$ cat src/rtl/pwr_mod_pkg.sv
package pwr_mod_pkg;

    localparam int ADDR_W = 12;
    localparam int DATA_W = 32;
    localparam int ST_W   = 5;

    localparam logic [ADDR_W-1:0] CMD_ADDR  = 12'h120;
    localparam logic [ADDR_W-1:0] BUSY_ADDR = 12'h128;
    localparam logic [ADDR_W-1:0] CUR_BASE  = 12'h800;
    localparam logic [ADDR_W-1:0] CTRL_BASE = 12'hA00;

    typedef logic [ST_W-1:0] mod_state_t;

    typedef enum logic [1:0] {
        SEQ_IDLE,
        SEQ_WAKE,
        SEQ_RESET,
        SEQ_CLOCK
    } seq_phase_t;

    function automatic logic st_clk(input mod_state_t s);
        return s[0];
    endfunction

    function automatic logic st_rst(input mod_state_t s);
        return ~s[1];
    endfunction

    function automatic logic st_valid(input mod_state_t s);
        return s < mod_state_t'(4);
    endfunction

    function automatic logic [ADDR_W-1:0] ctrl_addr(input int idx);
        return CTRL_BASE + ADDR_W'(4 * idx);
    endfunction

    function automatic logic [ADDR_W-1:0] cur_addr(input int idx);
        return CUR_BASE + ADDR_W'(4 * idx);
    endfunction

endpackage

$ cat src/rtl/pwr_mod_seq.sv
module pwr_mod_seq
    import pwr_mod_pkg::*;
#(
    parameter int STEP_CYC = 4
) (
    input  logic       clk,
    input  logic       rst,
    input  logic       start,
    input  mod_state_t want,
    output logic       clk_en,
    output logic       lrst,
    output mod_state_t cur,
    output logic       active
);
    localparam int CW = (STEP_CYC > 1) ? $clog2(STEP_CYC) : 1;
    localparam logic [CW-1:0] CNT_LOAD = CW'(STEP_CYC - 1);

    seq_phase_t phase_q;
    logic [CW-1:0] cnt_q;
    mod_state_t tgt_q;
    mod_state_t cur_q;
    logic clk_q;
    logic rst_q;

    always_ff @(posedge clk) begin
        if (rst) begin
            phase_q <= SEQ_IDLE;
            cnt_q   <= '0;
            tgt_q   <= '0;
            cur_q   <= '0;
            clk_q   <= 1'b0;
            rst_q   <= 1'b1;
        end else begin
            unique case (phase_q)
                SEQ_IDLE: begin
                    if (start && st_valid(want) && (want != cur_q)) begin
                        tgt_q   <= want;
                        phase_q <= SEQ_WAKE;
                        cnt_q   <= CNT_LOAD;
                        if (st_clk(want) || (st_rst(want) != rst_q))
                            clk_q <= 1'b1;
                    end
                end
                SEQ_WAKE: begin
                    if (cnt_q == '0) begin
                        phase_q <= SEQ_RESET;
                        cnt_q   <= CNT_LOAD;
                        rst_q   <= st_rst(tgt_q);
                    end else begin
                        cnt_q <= cnt_q - 1'b1;
                    end
                end
                SEQ_RESET: begin
                    if (cnt_q == '0) begin
                        phase_q <= SEQ_CLOCK;
                        cnt_q   <= CNT_LOAD;
                        clk_q   <= st_clk(tgt_q);
                    end else begin
                        cnt_q <= cnt_q - 1'b1;
                    end
                end
                SEQ_CLOCK: begin
                    if (cnt_q == '0) begin
                        phase_q <= SEQ_IDLE;
                        cur_q   <= tgt_q;
                    end else begin
                        cnt_q <= cnt_q - 1'b1;
                    end
                end
                default: phase_q <= SEQ_IDLE;
            endcase
        end
    end

    assign clk_en = clk_q;
    assign lrst   = rst_q;
    assign cur    = cur_q;
    assign active = (phase_q != SEQ_IDLE);

endmodule

$ cat src/rtl/pwr_mod_regs.sv
module pwr_mod_regs
    import pwr_mod_pkg::*;
#(
    parameter int N_MODS = 32
) (
    input  logic                          clk,
    input  logic                          rst,
    input  logic                          we,
    input  logic [ADDR_W-1:0]             addr,
    input  logic [DATA_W-1:0]             wdata,
    input  logic                          busy,
    input  logic [N_MODS-1:0][ST_W-1:0]   cur_all,
    output logic [N_MODS-1:0][ST_W-1:0]   want_all,
    output logic                          go,
    output logic [DATA_W-1:0]             rdata
);
    logic [N_MODS-1:0][ST_W-1:0] want_q;

    for (genvar gi = 0; gi < N_MODS; gi++) begin : g_ctrl
        always_ff @(posedge clk) begin
            if (rst)
                want_q[gi] <= '0;
            else if (we && (addr == ctrl_addr(gi)))
                want_q[gi] <= wdata[ST_W-1:0];
        end
    end

    assign go       = we && (addr == CMD_ADDR) && wdata[0] && !busy;
    assign want_all = want_q;

    always_comb begin
        rdata = '0;
        if (addr == BUSY_ADDR)
            rdata[0] = busy;
        for (int i = 0; i < N_MODS; i++) begin
            if (addr == ctrl_addr(i))
                rdata[ST_W-1:0] = want_q[i];
            if (addr == cur_addr(i))
                rdata[ST_W-1:0] = cur_all[i];
        end
    end

endmodule

$ cat src/rtl/pwr_mod_ctrl.sv
module pwr_mod_ctrl
    import pwr_mod_pkg::*;
#(
    parameter int N_MODS   = 32,
    parameter int STEP_CYC = 4
) (
    input  logic              clk,
    input  logic              rst,
    input  logic              reg_we,
    input  logic [ADDR_W-1:0] reg_addr,
    input  logic [DATA_W-1:0] reg_wdata,
    output logic [DATA_W-1:0] reg_rdata,
    output logic [N_MODS-1:0] mod_clk_en,
    output logic [N_MODS-1:0] mod_rst
);
    logic [N_MODS-1:0][ST_W-1:0] want_all;
    logic [N_MODS-1:0][ST_W-1:0] cur_all;
    logic [N_MODS-1:0]           active;
    logic                        go;
    logic                        xfer_busy;

    assign xfer_busy = |active;

    pwr_mod_regs #(.N_MODS(N_MODS)) u_regs (
        .clk      (clk),
        .rst      (rst),
        .we       (reg_we),
        .addr     (reg_addr),
        .wdata    (reg_wdata),
        .busy     (xfer_busy),
        .cur_all  (cur_all),
        .want_all (want_all),
        .go       (go),
        .rdata    (reg_rdata)
    );

    for (genvar gm = 0; gm < N_MODS; gm++) begin : g_mod
        pwr_mod_seq #(.STEP_CYC(STEP_CYC)) u_seq (
            .clk    (clk),
            .rst    (rst),
            .start  (go),
            .want   (want_all[gm]),
            .clk_en (mod_clk_en[gm]),
            .lrst   (mod_rst[gm]),
            .cur    (cur_all[gm]),
            .active (active[gm])
        );
    end

endmodule

$ cat config.mk
export PLATFORM = sky130hd
export DESIGN_NAME = pwr_mod_ctrl
export DESIGN_NICKNAME = d
export VERILOG_FILES = /design/src/rtl/pwr_mod_pkg.sv /design/src/rtl/pwr_mod_seq.sv /design/src/rtl/pwr_mod_regs.sv /design/src/rtl/pwr_mod_ctrl.sv
export SDC_FILE = /design/constraint.sdc
export NUM_CORES = 2
export LEC_CHECK = 0
export BUFFER_PORTS_ARGS = -buffer_cell sky130_fd_sc_hd__buf_2
export CAP_MARGIN = 20
export CELL_PAD_IN_SITES_DETAIL_PLACEMENT = 1
export CELL_PAD_IN_SITES_GLOBAL_PLACEMENT = 2
export CORE_MARGIN = 2
export CORE_UTILIZATION = 42
export DETAILED_ROUTE_END_ITERATION = 8
export GPL_TIMING_DRIVEN = 0
export PLACE_DENSITY = 0.85
export SETUP_SLACK_MARGIN = 0.4
export SLEW_MARGIN = 20
export SYNTH_ARGS = -nofsm -noshare
export SYNTH_HDL_FRONTEND = slang
export SYNTH_HIERARCHICAL = 1
export SYNTH_SLANG_ARGS = --single-unit
$ cat constraint.sdc
create_clock -name clk -period 16.2 [get_ports clk]
set_clock_uncertainty 0.1 [all_clocks]
set_input_delay 3.24 -clock clk [delete_from_list [all_inputs] [get_ports clk]]
set_output_delay 3.24 -clock clk [all_outputs]
set_load 0.02 [all_outputs]
==> flow_summary.rst <==
.. list-table::
   :header-rows: 1

   * - Metric
     - Value
   * - Total Routing Usage GR
     - between 30% and 40%
   * - Die width
     - between 300 and 400 microns
   * - Drt wl/cell
     - between 20 and 25 microns
   * - Clk root buf
     - sky130_fd_sc_hd__clkbuf_16
   * - Yosys warns
     - 6
   * - PostCTS Resize Cnt
     - 0
   * - Final hold violations
     - 0
   * - Worst slew pin tran
     - 1.248 ns
   * - Clock Tree Buf Depth
     - 3
   * - EDFF count, synth
     - 0
   * - Sum of routed wire segments on met1
     - 64.53 mm
   * - Power Total
     - 3.599 mW
   * - Hold crit path type
     - reg2reg
   * - Cell types occupying the most area after synthesis
     - sky130_fd_sc_hd__dfxtp_1, sky130_fd_sc_hd__ha_1, sky130_fd_sc_hd__a21oi_1
   * - Total gr overflow
     - 0
   * - Cell area after placement
     - 40670 sq um
   * - Final weighted congestion in routability-driven placement
     - 0.9964
   * - Critical Setup Path Class
     - in2out
   * - Outcome
     - finished, final reports clean
   * - CP startpoint kind
     - input port
   * - CTS tree
     - yes
   * - Synth Instances
     - ~4500
   * - DRC viols
     - 0
   * - Arr. time, crit path
     - roughly 8 ns
   * - Crit path cell chain
     - buf_2 -> buf_2 -> inv_1 -> clkbuf_1 -> buf_1 -> nor2_1 -> nor2_1 -> o221ai_1 -> a41oi_1 -> o21ai_1 -> a211oi_1 -> o22ai_1 -> nor3_1 -> buf_2
   * - Top-area cell type share of the netlist area
     - between 30% and 40%
   * - Vias per cell
     - 6.100
   * - Total number of nets in the final design
     - 4912
   * - Post-route fraction of the period consumed by the critical path
     - between 70% and 80%
   * - Largest net degree at the start of global routing
     - 34
   * - Post-CTS Repair Setup Buffers
     - 0
   * - Clock Pin Slew Worst Setup and Hold Paths
     - roughly 0.060 ns
   * - Count of placed standard cells in the final layout, fillers left out
     - 5923
   * - Final setup TNS
     - 0 ns
   * - Area of the placeable core
     - a little over 90000 sq um
   * - Commonest register cell after synthesis
     - sky130_fd_sc_hd__dfxtp_1
   * - Area used by sequential logic in the layout
     - approximately 13000 sq um
   * - Number of antenna violations at the first check in global routing
     - 15
   * - Final antenna-violating net count
     - 0
   * - Count of hold buffers inserted by post-cts repair
     - 0
   * - Cell Rows
     - around 110
   * - Final setup margin
     - a little under 5 ns
   * - Worst-path cell with the longest stage delay
     - sky130_fd_sc_hd__buf_1
   * - Cell count after placement
     - slightly below 6000
   * - Max layer used
     - met5
   * - Top post-synthesis cells by count
     - sky130_fd_sc_hd__dfxtp_1, sky130_fd_sc_hd__nand2_1, sky130_fd_sc_hd__a21oi_1, sky130_fd_sc_hd__nand3_1, sky130_fd_sc_hd__nor2_1
   * - Final wirelength
     - ~150 mm
   * - Number of pins exceeding their max-slew limit in the final report
     - 0
   * - Summed instance area of the synthesized netlist
     - ~39000 sq um
   * - Total Die Area
     - 94360 sq um
   * - Total length of routed met3 wires
     - about 12 mm
   * - Area used by multi-input combinational logic
     - between 20000 and 25000 sq um
   * - Worst hold slack
     - ~0.37 ns
   * - Longest individual stage delay on the worst path
     - just under 0.9 ns
   * - Fraction of final layout cells sized beyond drive strength 1
     - between 10% and 20%
   * - Worst relative slew slack
     - between 10% and 20%
   * - Mapped Avg Cell Area
     - roughly 8.6 sq um
   * - Place WS
     - ~5 ns
   * - Post-DP HPWL
     - 109.2 mm
   * - Area grow syn2layout
     - 12.11%
   * - Leakage dissipation
     - roughly 16 nW
   * - Number of iterations in the first detailed-routing pass
     - 6
   * - Max-cap violations
     - 0
   * - Effective utilization at floorplan
     - roughly 42%
   * - Share of synthesized flip-flops with an asynchronous set or reset
     - 0%
   * - I/O pin cnt
     - about 140
   * - Wire length on met2
     - 63.57 mm
   * - Iteration-0 DRC count of the detailed router
     - 2976
   * - Number of global-route vias before repair
     - between 30000 and 40000
   * - Synth Register Bits
     - about 670
   * - Setup repair after global routing missed its margin
     - no
   * - Largest voltage drop on the vdd net
     - between 50 and 60 uV
   * - Global-route wire length before repair
     - about 220 mm
   * - Clock network latency to the later pin of the worst-skew pair
     - around 0.67 ns
   * - Post-synth top area cell
     - sky130_fd_sc_hd__dfxtp_1
   * - Fill cell count
     - ~11000
   * - CP Capture Type
     - output pin
   * - Number of input and output port buffers inserted
     - 84
   * - Final core utilization
     - 47.36%
   * - Num Clock Sinks
     - 672
   * - Routed vias
     - 36130
   * - Final Cell Area
     - roughly 43000 sq um
   * - Number of H-tree levels
     - 3
   * - Crit path time final
     - between 10 and 15 ns
   * - Sequential cell area fraction in the yosys report
     - a little over a third
   * - Maximum fanout count along the critical path
     - 10
   * - Count leader, synth
     - sky130_fd_sc_hd__dfxtp_1
   * - Number of buffers added by the clock tree synthesis step
     - 80
   * - Library cell appearing most often on the critical path
     - sky130_fd_sc_hd__buf_2
   * - Number of different library cells in the post-synthesis netlist
     - 97
   * - Final count of negative-setup-slack endpoints
     - 0
   * - CP required
     - around 13 ns
   * - Highest achievable clock rate
     - 88.11 MHz
   * - Die Span Y
     - between 300 and 400 microns
   * - Power per Cell Area
     - 83.16 nW/um^2
logic make-up (layout without fill, tap and decap cells):
kind of cell,count (synthesis),after routing,synth area share (%)
other,1,31,0.009714
buffers and inverters,509,742,5.367
and+or+nand+nor,1667,1667,23.97
adders and majority gates,192,192,6.223
AOI/OAI and AO/OA,1192,1192,22.40
muxes,145,145,3.769
DFF,672,672,34.85
xor gates and xnor gates,96,96,3.422
area by class of cell:
class                           instances  share of cell area, %
Tap cell                             1186                  3.429
Timing Repair Buffer                   91                  1.064
Sequential cell                       672                  31.08
Multi-Input combinational cell       3319                  53.60
Buffer                                249                  2.532
Clock buffer                          118                  5.446
Inverter                              260                  2.255
Antenna cell                            4                0.02313
Clock inverter                         24                 0.5724
critical path, delay by kind of cell:
family	cells	cell delay, ns
buffers and inverters	6	2.34
AO/OA/AOI/OAI	5	1.55
AND/OR/NAND/NOR	3	0.84
flip-flops by register name, summed over array words and instances, names as in the netlist:
| name | count |
|---|---|
| g_mod.u_seq/cur | 160 |
| g_mod.u_seq/tgt_q | 160 |
| u_regs/want_all | 160 |
| g_mod.u_seq/cnt_q | 64 |
| g_mod.u_seq/phase_q | 64 |
| g_mod.u_seq/clk_en | 32 |
| g_mod.u_seq/lrst | 32 |
cells in the final DEF (no fill, tap or decap), drive strengths merged, types with 33 or more instances in the layout:
cell    count
nor4b      40
o311ai     33
dfxtp     672
or2        37
o21ai     181
ha        192
nand3b     34
nor2      315
xor2       64
o31ai      37
buf       194
o22ai      59
nor3      104
nand2     551
nand3     355
clkbuf    264
o211ai     75
or3        35
a21oi     450
mux2i     142
and3      102
o221ai     47
inv       262
o311a      96
nor4       54
routing by layer:
| layer | up-vias | track usage [%] |
|---|---|---|
| met5 | - | 0 |
| met4 | 24 | 10.97 |
| met3 | 353 | 6.841 |
| met2 | 1286 | 46.84 |
| met1 | 17890 | 41.66 |
| li1 | 16580 | - |
final timing paths:
path                              startpoint                  endpoint  slack (ns)  cells past startpoint
setup / recovery                 reg_addr[9]              reg_rdata[0]        4.85                     14
setup reg to reg  g_mod[18].u_seq/phase_q[0]  g_mod[23].u_seq/cnt_q[0]       10.61                     13
hold / removal      g_mod[30].u_seq/tgt_q[2]    g_mod[30].u_seq/cur[2]        0.37                      2
hold reg to reg     g_mod[30].u_seq/tgt_q[2]    g_mod[30].u_seq/cur[2]        0.37                      2
power by group:
part | internal (mW) | switching [mW] | total [mW]
combinational | 0.0233 | 0.103 | 0.126
clock | 1.07 | 0.751 | 1.82
sequential | 1.65 | 0.0000895 | 1.65
total | 2.75 | 0.854 | 3.60
(Power assumes the default switching activity.)
